===== config.mk =====
export PLATFORM = sky130hd
export DESIGN_NAME = wr_progress_rd_gate
export DESIGN_NICKNAME = d
export VERILOG_FILES = /design/src/rtl/wpg_pkg.sv /design/src/rtl/wpg_burst_fifo.sv /design/src/rtl/wpg_watermark.sv /design/src/rtl/wpg_read_gate.sv /design/src/rtl/wr_progress_rd_gate.sv
export SDC_FILE = /design/constraint.sdc
export NUM_CORES = 1
export LEC_CHECK = 0
export BUFFER_PORTS_ARGS = -buffer_cell sky130_fd_sc_hd__buf_2
export CAP_MARGIN = 20
export CORE_MARGIN = 2
export CORE_UTILIZATION = 30
export DETAILED_ROUTE_END_ITERATION = 16
export PLACE_DENSITY = 0.54
export SKIP_CTS_REPAIR_TIMING = 1
export SYNTH_ARGS = -nofsm -noshare
export SYNTH_HDL_FRONTEND = slang
export SYNTH_SLANG_ARGS = --single-unit
export TNS_END_PERCENT = 1

===== constraint.sdc =====
create_clock -name clk -period 8.8 [get_ports clk]
set_input_delay 1.32 -clock clk [delete_from_list [all_inputs] [get_ports clk]]
set_output_delay 1.32 -clock clk [all_outputs]
set_load 0.01 [all_outputs]

===== src/rtl/wpg_pkg.sv =====
package wpg_pkg;
   localparam logic [1:0] RESP_OKAY = 2'b00;

   function automatic int unsigned log2_ceil(input int unsigned v);
      int unsigned r = 0;
      while ((1 << r) < v) r++;
      return r;
   endfunction
endpackage


===== src/rtl/wpg_burst_fifo.sv =====
module wpg_burst_fifo #(
   parameter int unsigned WIDTH = 40,
   parameter int unsigned DEPTH = 4
) (
   input  logic             clk,
   input  logic             rst_n,
   input  logic             push,
   input  logic [WIDTH-1:0] din,
   input  logic             pop,
   output logic [WIDTH-1:0] dout,
   output logic             empty
);
   if (DEPTH < 1) begin : g_bad_depth
      $error("wpg_burst_fifo: DEPTH must be at least 1");
   end

   if (DEPTH == 1) begin : g_single
      logic             vld_q;
      logic [WIDTH-1:0] data_q;
      always_ff @(posedge clk or negedge rst_n) begin
         if (!rst_n) begin
            vld_q  <= 1'b0;
            data_q <= '0;
         end else begin
            if (push && (!vld_q || pop)) begin
               vld_q  <= 1'b1;
               data_q <= din;
            end else if (pop) begin
               vld_q  <= 1'b0;
            end
         end
      end
      assign dout  = data_q;
      assign empty = !vld_q;
   end else begin : g_ring
      localparam int unsigned PTR_W = wpg_pkg::log2_ceil(DEPTH);
      localparam int unsigned CNT_W = wpg_pkg::log2_ceil(DEPTH + 1);
      localparam logic [PTR_W-1:0] LAST = PTR_W'(DEPTH - 1);
      localparam logic [CNT_W-1:0] CAP  = CNT_W'(DEPTH);

      logic [WIDTH-1:0] mem [DEPTH];
      logic [PTR_W-1:0] wr_ptr, rd_ptr;
      logic [CNT_W-1:0] count;
      logic             do_push, do_pop;

      assign do_pop  = pop && (count != '0);
      assign do_push = push && ((count != CAP) || do_pop);

      always_ff @(posedge clk or negedge rst_n) begin
         if (!rst_n) begin
            wr_ptr <= '0;
            rd_ptr <= '0;
            count  <= '0;
         end else begin
            if (do_push) wr_ptr <= (wr_ptr == LAST) ? '0 : wr_ptr + 1'b1;
            if (do_pop)  rd_ptr <= (rd_ptr == LAST) ? '0 : rd_ptr + 1'b1;
            if (do_push && !do_pop)      count <= count + 1'b1;
            else if (do_pop && !do_push) count <= count - 1'b1;
         end
      end

      always_ff @(posedge clk) begin
         if (do_push) mem[wr_ptr] <= din;
      end

      assign dout  = mem[rd_ptr];
      assign empty = (count == '0);
   end
endmodule


===== src/rtl/wpg_watermark.sv =====
module wpg_watermark #(
   parameter int unsigned ADDR_W     = 32,
   parameter int unsigned LEN_W      = 8,
   parameter int unsigned BEAT_BYTES = 16,
   parameter int unsigned OUTSTAND   = 4
) (
   input  logic              clk,
   input  logic              rst_n,
   input  logic [ADDR_W-1:0] cfg_base,
   input  logic [ADDR_W-1:0] cfg_size,
   input  logic              frame_start,
   input  logic              aw_fire,
   input  logic [ADDR_W-1:0] aw_addr,
   input  logic [LEN_W-1:0]  aw_len,
   input  logic              b_fire,
   input  logic [1:0]        b_resp,
   output logic [ADDR_W-1:0] mark,
   output logic              full
);
   localparam int unsigned BEAT_SH = wpg_pkg::log2_ceil(BEAT_BYTES);
   localparam int unsigned ENT_W   = ADDR_W + LEN_W;

   logic [ENT_W-1:0]  head;
   logic              q_empty;
   logic [ADDR_W-1:0] head_addr;
   logic [LEN_W-1:0]  head_len;
   logic [ADDR_W-1:0] head_bytes;
   logic              retire, contiguous, advance;
   logic [ADDR_W-1:0] mark_q;

   assign retire = b_fire && !q_empty;

   wpg_burst_fifo #(.WIDTH(ENT_W), .DEPTH(OUTSTAND)) u_awq (
      .clk   (clk),
      .rst_n (rst_n),
      .push  (aw_fire),
      .din   ({aw_addr, aw_len}),
      .pop   (retire),
      .dout  (head),
      .empty (q_empty)
   );

   assign {head_addr, head_len} = head;
   assign head_bytes = (ADDR_W'(head_len) + ADDR_W'(1)) << BEAT_SH;
   assign contiguous = (head_addr == cfg_base + mark_q);
   assign advance    = retire && (b_resp == wpg_pkg::RESP_OKAY) && contiguous;

   always_ff @(posedge clk or negedge rst_n) begin
      if (!rst_n)          mark_q <= '0;
      else if (frame_start) mark_q <= '0;
      else if (advance)     mark_q <= mark_q + head_bytes;
   end

   assign mark = mark_q;
   assign full = (mark_q >= cfg_size);
endmodule


===== src/rtl/wpg_read_gate.sv =====
module wpg_read_gate #(
   parameter int unsigned ADDR_W     = 32,
   parameter int unsigned LEN_W      = 8,
   parameter int unsigned BEAT_BYTES = 16,
   parameter int unsigned CNT_W      = 16,
   parameter bit          CNT_SAT    = 1'b1
) (
   input  logic              clk,
   input  logic              rst_n,
   input  logic [ADDR_W-1:0] cfg_base,
   input  logic [ADDR_W-1:0] mark,
   input  logic              full,
   input  logic              rd_arvalid,
   output logic              rd_arready,
   input  logic [ADDR_W-1:0] rd_araddr,
   input  logic [LEN_W-1:0]  rd_arlen,
   output logic              mem_arvalid,
   input  logic              mem_arready,
   output logic [ADDR_W-1:0] mem_araddr,
   output logic [LEN_W-1:0]  mem_arlen,
   output logic              stall,
   output logic [CNT_W-1:0]  stall_cnt
);
   localparam int unsigned BEAT_SH = wpg_pkg::log2_ceil(BEAT_BYTES);

   logic [ADDR_W-1:0] last_byte, limit;
   logic              covered;
   logic [CNT_W-1:0]  cnt_q;

   assign last_byte = rd_araddr + ((ADDR_W'(rd_arlen) + ADDR_W'(1)) << BEAT_SH) - ADDR_W'(1);
   assign limit     = cfg_base + mark;
   assign covered   = full || (last_byte < limit);

   assign mem_arvalid = rd_arvalid && covered;
   assign rd_arready  = mem_arready && covered;
   assign mem_araddr  = rd_araddr;
   assign mem_arlen   = rd_arlen;
   assign stall       = rd_arvalid && !covered;

   if (CNT_SAT) begin : g_sat
      always_ff @(posedge clk or negedge rst_n) begin
         if (!rst_n)                    cnt_q <= '0;
         else if (stall && ~&cnt_q)     cnt_q <= cnt_q + 1'b1;
      end
   end else begin : g_wrap
      always_ff @(posedge clk or negedge rst_n) begin
         if (!rst_n)     cnt_q <= '0;
         else if (stall) cnt_q <= cnt_q + 1'b1;
      end
   end

   assign stall_cnt = cnt_q;
endmodule


===== src/rtl/wr_progress_rd_gate.sv =====
module wr_progress_rd_gate #(
   parameter int unsigned ADDR_W     = 32,
   parameter int unsigned LEN_W      = 8,
   parameter int unsigned BEAT_BYTES = 16,
   parameter int unsigned OUTSTAND   = 4,
   parameter int unsigned CNT_W      = 16,
   parameter bit          CNT_SAT    = 1'b1
) (
   input  logic              clk,
   input  logic              rst_n,
   input  logic [ADDR_W-1:0] cfg_base,
   input  logic [ADDR_W-1:0] cfg_size,
   input  logic              frame_start,
   input  logic              wr_awvalid,
   input  logic              wr_awready,
   input  logic [ADDR_W-1:0] wr_awaddr,
   input  logic [LEN_W-1:0]  wr_awlen,
   input  logic              wr_bvalid,
   input  logic              wr_bready,
   input  logic [1:0]        wr_bresp,
   input  logic              rd_arvalid,
   output logic              rd_arready,
   input  logic [ADDR_W-1:0] rd_araddr,
   input  logic [LEN_W-1:0]  rd_arlen,
   output logic              mem_arvalid,
   input  logic              mem_arready,
   output logic [ADDR_W-1:0] mem_araddr,
   output logic [LEN_W-1:0]  mem_arlen,
   output logic              stall_o,
   output logic [CNT_W-1:0]  stall_cnt,
   output logic [ADDR_W-1:0] fill_mark,
   output logic              full_o
);
   if (BEAT_BYTES == 0 || (BEAT_BYTES & (BEAT_BYTES - 1)) != 0) begin : g_bad_beat
      $error("wr_progress_rd_gate: BEAT_BYTES must be a power of two");
   end
   if (ADDR_W < 8 || LEN_W < 1 || CNT_W < 1) begin : g_bad_width
      $error("wr_progress_rd_gate: widths out of range");
   end

   logic [ADDR_W-1:0] mark;
   logic              full;

   wpg_watermark #(
      .ADDR_W(ADDR_W), .LEN_W(LEN_W), .BEAT_BYTES(BEAT_BYTES), .OUTSTAND(OUTSTAND)
   ) u_mark (
      .clk         (clk),
      .rst_n       (rst_n),
      .cfg_base    (cfg_base),
      .cfg_size    (cfg_size),
      .frame_start (frame_start),
      .aw_fire     (wr_awvalid && wr_awready),
      .aw_addr     (wr_awaddr),
      .aw_len      (wr_awlen),
      .b_fire      (wr_bvalid && wr_bready),
      .b_resp      (wr_bresp),
      .mark        (mark),
      .full        (full)
   );

   wpg_read_gate #(
      .ADDR_W(ADDR_W), .LEN_W(LEN_W), .BEAT_BYTES(BEAT_BYTES),
      .CNT_W(CNT_W), .CNT_SAT(CNT_SAT)
   ) u_gate (
      .clk         (clk),
      .rst_n       (rst_n),
      .cfg_base    (cfg_base),
      .mark        (mark),
      .full        (full),
      .rd_arvalid  (rd_arvalid),
      .rd_arready  (rd_arready),
      .rd_araddr   (rd_araddr),
      .rd_arlen    (rd_arlen),
      .mem_arvalid (mem_arvalid),
      .mem_arready (mem_arready),
      .mem_araddr  (mem_araddr),
      .mem_arlen   (mem_arlen),
      .stall       (stall_o),
      .stall_cnt   (stall_cnt)
   );

   assign fill_mark = mark;
   assign full_o    = full;
endmodule


## After elaboration in Yosys (flattened, before gate mapping)

Memory sizes are Yosys's and may differ from the RTL's.
Cells that the tools add are included.

- Muxes and demuxes: 8
- $add $sub $neg: 11
- Eq/ne operators: 4
- Reductions and logical operators: 26
- $lt $le $gt $ge: 2

Operator list:

| operator | number |
|---|---|
| 32-bit adder | 3 |
| 32-bit 2-to-1 mux | 2 |
| 32-bit == test | 1 |
| 32-bit >= comparator | 1 |
| 32-bit < comparator | 1 |
| 32-bit by 1-bit subtractor with 32-bit output, second input constant | 1 |
| 8-bit by 1-bit adder with 9-bit output, second input constant | 2 |
| 16-bit by 1-bit adder with 16-bit output, second input constant | 1 |
| 16-bit AND reduction | 1 |
| 1-bit logical AND | 13 |
| 3-bit 2-to-1 mux | 2 |
| 1-bit logical NOT | 5 |
| 2-bit by 1-bit adder with 2-bit output, second input constant | 2 |
| 2-bit == test, second input constant | 2 |
| 2-bit 2-to-1 mux | 2 |
| 2-bit nonzero test | 2 |
| 3-bit by 1-bit adder with 3-bit output, second input constant | 1 |
| 3-bit logical NOT | 1 |
| 3-bit != test, second input constant | 1 |
| 3-bit nonzero test | 1 |
| 3-bit by 1-bit subtractor with 3-bit output, second input constant | 1 |
| 2-bit logical NOT | 1 |
| 1-bit logical OR | 2 |
| 1-bit 2-to-1 mux | 2 |

- RAM bits: 160
- Memories kept: 1
- Register bits after elaboration: 55
- Word-level logic and storage cells: 57

Memory list:

| name | depth | width | rd ports | clocked after memory_dff | wr ports | RTL line | RTL |
|---|---|---|---|---|---|---|---|
| u_mark.u_awq.g_ring.mem | 4 | 40 | 1 | 0 | 1 | wpg_burst_fifo.sv:41 | `logic [WIDTH-1:0] mem [DEPTH];` |

## Logic depth before layout (Yosys ltp)

- Depth after elaboration: 10
- Mapped depth: 29
- Gate-level depth less buffers: 28

## By module

Synthesis repeated with hierarchy kept, for this count alone.

- Cells, all modules: 1546
- Area total of the unflattened synthesis: 16195.5 µm²

By module, submodules not included:

| module | times used | area each (µm²) | cells an instance | seq. area each (µm²) |
|---|---|---|---|---|
| wpg_burst_fifo | 1 | 6208.5 | 246 | 4979.8 |
| wpg_read_gate | 1 | 5247.5 | 689 | 400.4 |
| wpg_watermark | 1 | 4727.0 | 609 | 700.7 |
| wr_progress_rd_gate | 1 | 12.5 | 2 | 0.0 |

## Worst setup path before layout

No wires, ideal clock.

- Kind: in2out
- From: input port rd_arlen[0]
- To: output port mem_arvalid
- Data required time: 7.480 ns
- Arrival time: 5.658 ns
- Setup slack: 1.822 ns
- Cell stages on the path: 25
- Cells stage by stage: ha_1 > nand3_1 > nor2_1 > nand3_1 > ha_1 > inv_1 > ha_1 > a21oi_1 > nand2_1 > o31ai_1 > a21oi_1 > o21ai_0 > o2111ai_1 > a21o_1 > a21oi_1 > xnor2_1 > ha_1 > a21o_1 > a211o_1 > a211oi_1 > o31ai_1 > o221ai_1 > a31oi_1 > nand4_1 > and2_1

- Word-level cells in the longest chain between the ends: 6

RTL lines:

| item | RTL line | RTL |
|---|---|---|
| from (decl) | wr_progress_rd_gate.sv:24 | `input logic [LEN_W-1:0] rd_arlen,` |
| 8-bit by 1-bit adder with 9-bit output | wpg_read_gate.sv:30 | `assign last_byte = rd_araddr + ((ADDR_W'(rd_arlen) + ADDR_W'(1)) << BEAT_SH) - ADDR_W'(1);` |
| 32-bit adder | wpg_read_gate.sv:30 |  |
| 32-bit by 1-bit subtractor with 32-bit output | wpg_read_gate.sv:30 |  |
| 32-bit < comparator | wpg_read_gate.sv:32 | `assign covered = full \|\| (last_byte < limit);` |
| 1-bit logical OR | wpg_read_gate.sv:32 |  |
| 1-bit logical AND | wpg_read_gate.sv:34 | `assign mem_arvalid = rd_arvalid && covered;` |
| to (decl) | wr_progress_rd_gate.sv:25 | `output logic mem_arvalid,` |

Every way passes these cells.

## Worst setup path in the final report

Same ends and word-level chain as after synthesis.

==> impl_summary.txt <==
----------------------------------------------------
[Layout]
  Area overhead of the layout relative to synthesis ... 16.5%
  Util after Layout ... 35.5%
  Net count, final ... 1,813
  Post-route cell area ... 17,000 um2
  Fraction of layout cells with a size suffix above 1 ... 24.3%

[Critical path]
  CP bufs+invs ... 3
  Largest incremental delay on the critical path ... 0.49 ns
  Critical R2R Launch ... u_mark.mark[10]
  Endpoint kind of the worst setup timing path ... output port
  Worst-path cell with the longest stage delay ... sky130_fd_sc_hd__o21ai_0
  Class of the most critical setup path ... in -> out
  Minimum setup slack among reg-to-reg paths ... between 3 and 4 ns
  Startpoint type of the worst setup path ... primary input
  Arrival time of the worst setup path ... approximately 6.7 ns
  Critical path launch point ... rd_arlen[0]
  Logic depth of the worst register-to-register path ... 21
  Worst reg2reg endpoint ... u_gate.stall_cnt[1]
  Worst-path fanout max ... 5
  End point of the critical path ... mem_arvalid
  Path length in cells of the critical path ... 27
  Cell family with the largest share of critical-path delay ... compound AO/OA/AOI/OAI gates
  Required arrival time at the worst endpoint ... around 7.5 ns
  Most repeated library cell on the critical path ... sky130_fd_sc_hd__ha_1

[Routing]
  Routed via count ... 10,700
  Total iterations of the first detailed-routing run ... 4
  Routed via count divided by cell count ... 4.97
  DRT antenna net count ... 0
  First-iteration detailed-routing DRC count ... 519
  Total length of routed wires ... 38.9 mm
  Post-DR wirelength/cell ... 18.1 um
  DRC violations left ... 0

[Die]
  Core footprint ... about 48,000 um2
  DIE HEIGHT ... 224 um
  Core Rows ... 80
  Die area ... 50,400 um2
  Chip Width ... 224 um
  I/O Pins ... 247
  Initial core utilization ... 30.5%

[Placed design]
  Post-DP Area ... approximately 16,000 um2
  Buffers added on ports ... 242
  Worst Setup Slack post-DPL ... 0.784 ns
  HPWL after detailed placement ... 30.2 mm
  Last weighted congestion value of the routability-driven placer ... 0.843

[Timing]
  Final hold slack ... 0.484 ns
  Maximum clock frequency ... about 120 MHz
  Final setup violation count ... 0
  Shortest clock period the worst path allows after layout ... 8.03 ns
  Pins over their slew limit ... 0
  Relative slew slack ... 21.2%
  Unrepaired setup endpoints after global routing ... false
  Slew at the pin closest to its max-slew limit ... ~1.2 ns
  Setup TNS after final layout ... 0 ns
  Post-layout worst setup margin ... 0.774 ns
  Hold violation count in the final report ... 0
  Clock Skew ... between 0.01 and 0.015 ns
  Period utilization ... 91.2%

[Synthesis]
  Synth cell types ... 82
  Fraction of synthesized area in multiplexers ... 7.52%
  Total of flip-flops plus latches after synthesis ... 211
  Post-synth EDFFs ... 160
  Sequential cell area fraction in the yosys report ... 41.7%
  Synth area leaders ... sky130_fd_sc_hd__edfxtp_1, sky130_fd_sc_hd__ha_1, sky130_fd_sc_hd__dfrtp_1
  Fraction of synthesized cell area taken by the top area cell type ... approximately a third
  Synthesized-area fraction occupied by ao, oa, aoi and oai cells ... 13.1%
  Dominant cell type by area after synthesis ... sky130_fd_sc_hd__edfxtp_1
  Main combinational cell family by area after synthesis ... compound AO/OA/AOI/OAI gates
  XOR/XNOR Fraction of Synth Area ... 6.97%
  Synthesized area per cell ... 11.1 um2
  Fraction of registers with async set or reset after synthesis ... 24.2%
  Adder-cell share of the synthesized area ... between 10% and 20%
  Cell area after technology mapping ... 14,600 um2
  Most instantiated flip-flop cell in the synthesis netlist ... sky130_fd_sc_hd__edfxtp_1
  Simple-Gate Fraction of Synth Area ... 11.7%
  Count of warnings emitted by yosys ... 0
  Number of standard cells after synthesis ... 1,308

[CTS]
  Sinks on the clock net ... 211
  Maximum number of buffers from clock root to sink ... 3
  TritonCTS clock tree ... built
  Clock tree root buffer cell ... sky130_fd_sc_hd__clkbuf_16
  Clock edge transition at the registers on the reported setup and hold paths ... 0.06 ns
  # H-tree levels ... 1
  Number of clock buffers inserted by TritonCTS ... 24
  Latest clock arrival within the worst-skew pair ... ~0.52 ns

[Global routing]
  Global router's overall resource usage ... 15.2%
  Global-route wire length before repair ... between 50 and 60 mm
  GRT Residual Overflow ... 0
  Vias in the first global route ... 10,400
  Maximum number of pins on one net before global-route repair ... 52
  Initial antenna violation count ... 16

[Pwr]
  VDD IR max ... 0.000162 V
  Standby leakage power ... 7.54 nW
  Ratio of total power to cell area ... a little over 200 nW/um2

[Run status]
  Status ... finished, final reports clean

[Flow run]
  Max-Cap Viols ... 0

[Worst hold path]
  Hold WC Path Type ... reg -> reg

----------------------------------------------------
==> worst min-delay path by stage <==
stage                                 startpoint                            to  cells after the start
floorplan           u_mark.u_awq.g_ring.count[2]  u_mark.u_awq.g_ring.count[2]                      1
global placement             u_gate.stall_cnt[9]           u_gate.stall_cnt[9]                      1
detailed placement           u_gate.stall_cnt[9]           u_gate.stall_cnt[9]                      1
CTS                          u_gate.stall_cnt[9]           u_gate.stall_cnt[9]                      1
global route                 u_gate.stall_cnt[9]           u_gate.stall_cnt[9]                      1
finish                       u_gate.stall_cnt[9]           u_gate.stall_cnt[9]                      1
==> Yosys cell counts, types with 13 or more instances <==
master	instances
sky130_fd_sc_hd__xor2_1	31
sky130_fd_sc_hd__nand2_1	67
sky130_fd_sc_hd__ha_1	143
sky130_fd_sc_hd__inv_1	114
sky130_fd_sc_hd__nor2b_1	17
sky130_fd_sc_hd__dfrtp_1	51
sky130_fd_sc_hd__nor2_1	60
sky130_fd_sc_hd__a21oi_1	69
sky130_fd_sc_hd__a21o_1	47
sky130_fd_sc_hd__and2_1	13
sky130_fd_sc_hd__clkbuf_1	18
sky130_fd_sc_hd__nand3_1	32
sky130_fd_sc_hd__nor3_1	18
sky130_fd_sc_hd__edfxtp_1	160
sky130_fd_sc_hd__o21ai_0	32
sky130_fd_sc_hd__nor4_1	16
sky130_fd_sc_hd__mux4_2	38
sky130_fd_sc_hd__and3_1	17
sky130_fd_sc_hd__buf_4	47
sky130_fd_sc_hd__nand4_1	23
sky130_fd_sc_hd__xnor2_1	76
==> stage by stage <==
| step | total power (W) | std cells |
|---|---|---|
| 6_report | 0.00344 | 2149 |
| 5_1_grt | 0.00366 | 2145 |
| 4_1_cts | 0.00349 | 2143 |
| 3_5_place_dp | 0.00247 | 2101 |
| 3_3_place_gp | 0.00245 | 2101 |
| 2_1_floorplan | 0.00214 | 1311 |
==> placed cells by master, fill, tap and decap left out, types with 8 or more instances in the layout <==
| cell | n |
|---|---|
| sky130_fd_sc_hd__mux2_1 | 12 |
| sky130_fd_sc_hd__a21oi_1 | 69 |
| sky130_fd_sc_hd__and2_1 | 9 |
| sky130_fd_sc_hd__xnor2_1 | 76 |
| sky130_fd_sc_hd__o21ai_0 | 32 |
| sky130_fd_sc_hd__o21a_1 | 12 |
| sky130_fd_sc_hd__nand2b_1 | 12 |
| sky130_fd_sc_hd__nor2_1 | 60 |
| sky130_fd_sc_hd__edfxtp_1 | 160 |
| sky130_fd_sc_hd__nand4_1 | 23 |
| sky130_fd_sc_hd__xor2_1 | 31 |
| sky130_fd_sc_hd__nand2_1 | 67 |
| sky130_fd_sc_hd__o311ai_1 | 8 |
| sky130_fd_sc_hd__inv_1 | 114 |
| sky130_fd_sc_hd__a211o_1 | 9 |
| sky130_fd_sc_hd__ha_1 | 143 |
| sky130_fd_sc_hd__nor2b_1 | 17 |
| sky130_fd_sc_hd__nand3_1 | 32 |
| sky130_fd_sc_hd__a31oi_1 | 9 |
| sky130_fd_sc_hd__nor4_1 | 16 |
| sky130_fd_sc_hd__buf_2 | 242 |
| sky130_fd_sc_hd__o31ai_1 | 8 |
| sky130_fd_sc_hd__dfrtp_1 | 50 |
| sky130_fd_sc_hd__nor3_1 | 18 |
| sky130_fd_sc_hd__buf_4 | 11 |
| sky130_fd_sc_hd__a21o_1 | 47 |
| sky130_fd_sc_hd__or2_2 | 8 |
| sky130_fd_sc_hd__clkbuf_16 | 25 |
| sky130_fd_sc_hd__and3_1 | 17 |
| sky130_fd_sc_hd__mux4_2 | 38 |
==> cell type report <==
class,count,area (um2)
Sequential cell,211,6080
Inverter,114,428
Clock inverter,15,160
Multi-Input combinational cell,908,7590
Fill cell,4754,30900
Tap cell,615,769
Antenna cell,6,15.0
Timing Repair Buffer,253,1290
Clock buffer,27,643
==> per-layer routing <==
layer | part of all wire (%) | track usage (%) | up-vias
li1 | - | - | 5238
met5 | 0.27 | 0 | -
met2 | 48 | 25.9 | 196
met1 | 44 | 19.5 | 5157
met4 | 2.7 | 4.42 | 18
met3 | 4.5 | 3.04 | 69
==> logic make-up after synthesis <==
group	after synthesis
compound gates	272
xor+xnor	111
fa+ha+maj	146
buf+inv	192
flops	211
mux	60
other cells	1
simple gates	315
==> registers in the layout, indices dropped and copies added (netlist names) <==
register / count
u_mark.u_awq.g_ring.rd_ptr: 2
u_mark.mark: 28
u_mark.u_awq.g_ring.mem: 160
u_gate.stall_cnt: 16
u_mark.u_awq.g_ring.wr_ptr: 2
u_mark.u_awq.g_ring.count: 3
==> where the power goes <==
group	leakage, nW	switching (W)	internal, W
sequential	2.14	0.0000755	0.00118
clock	0.394	0.000400	0.000612
combinational	5.01	0.000643	0.000526
Power figures use the tool's default switching activity.
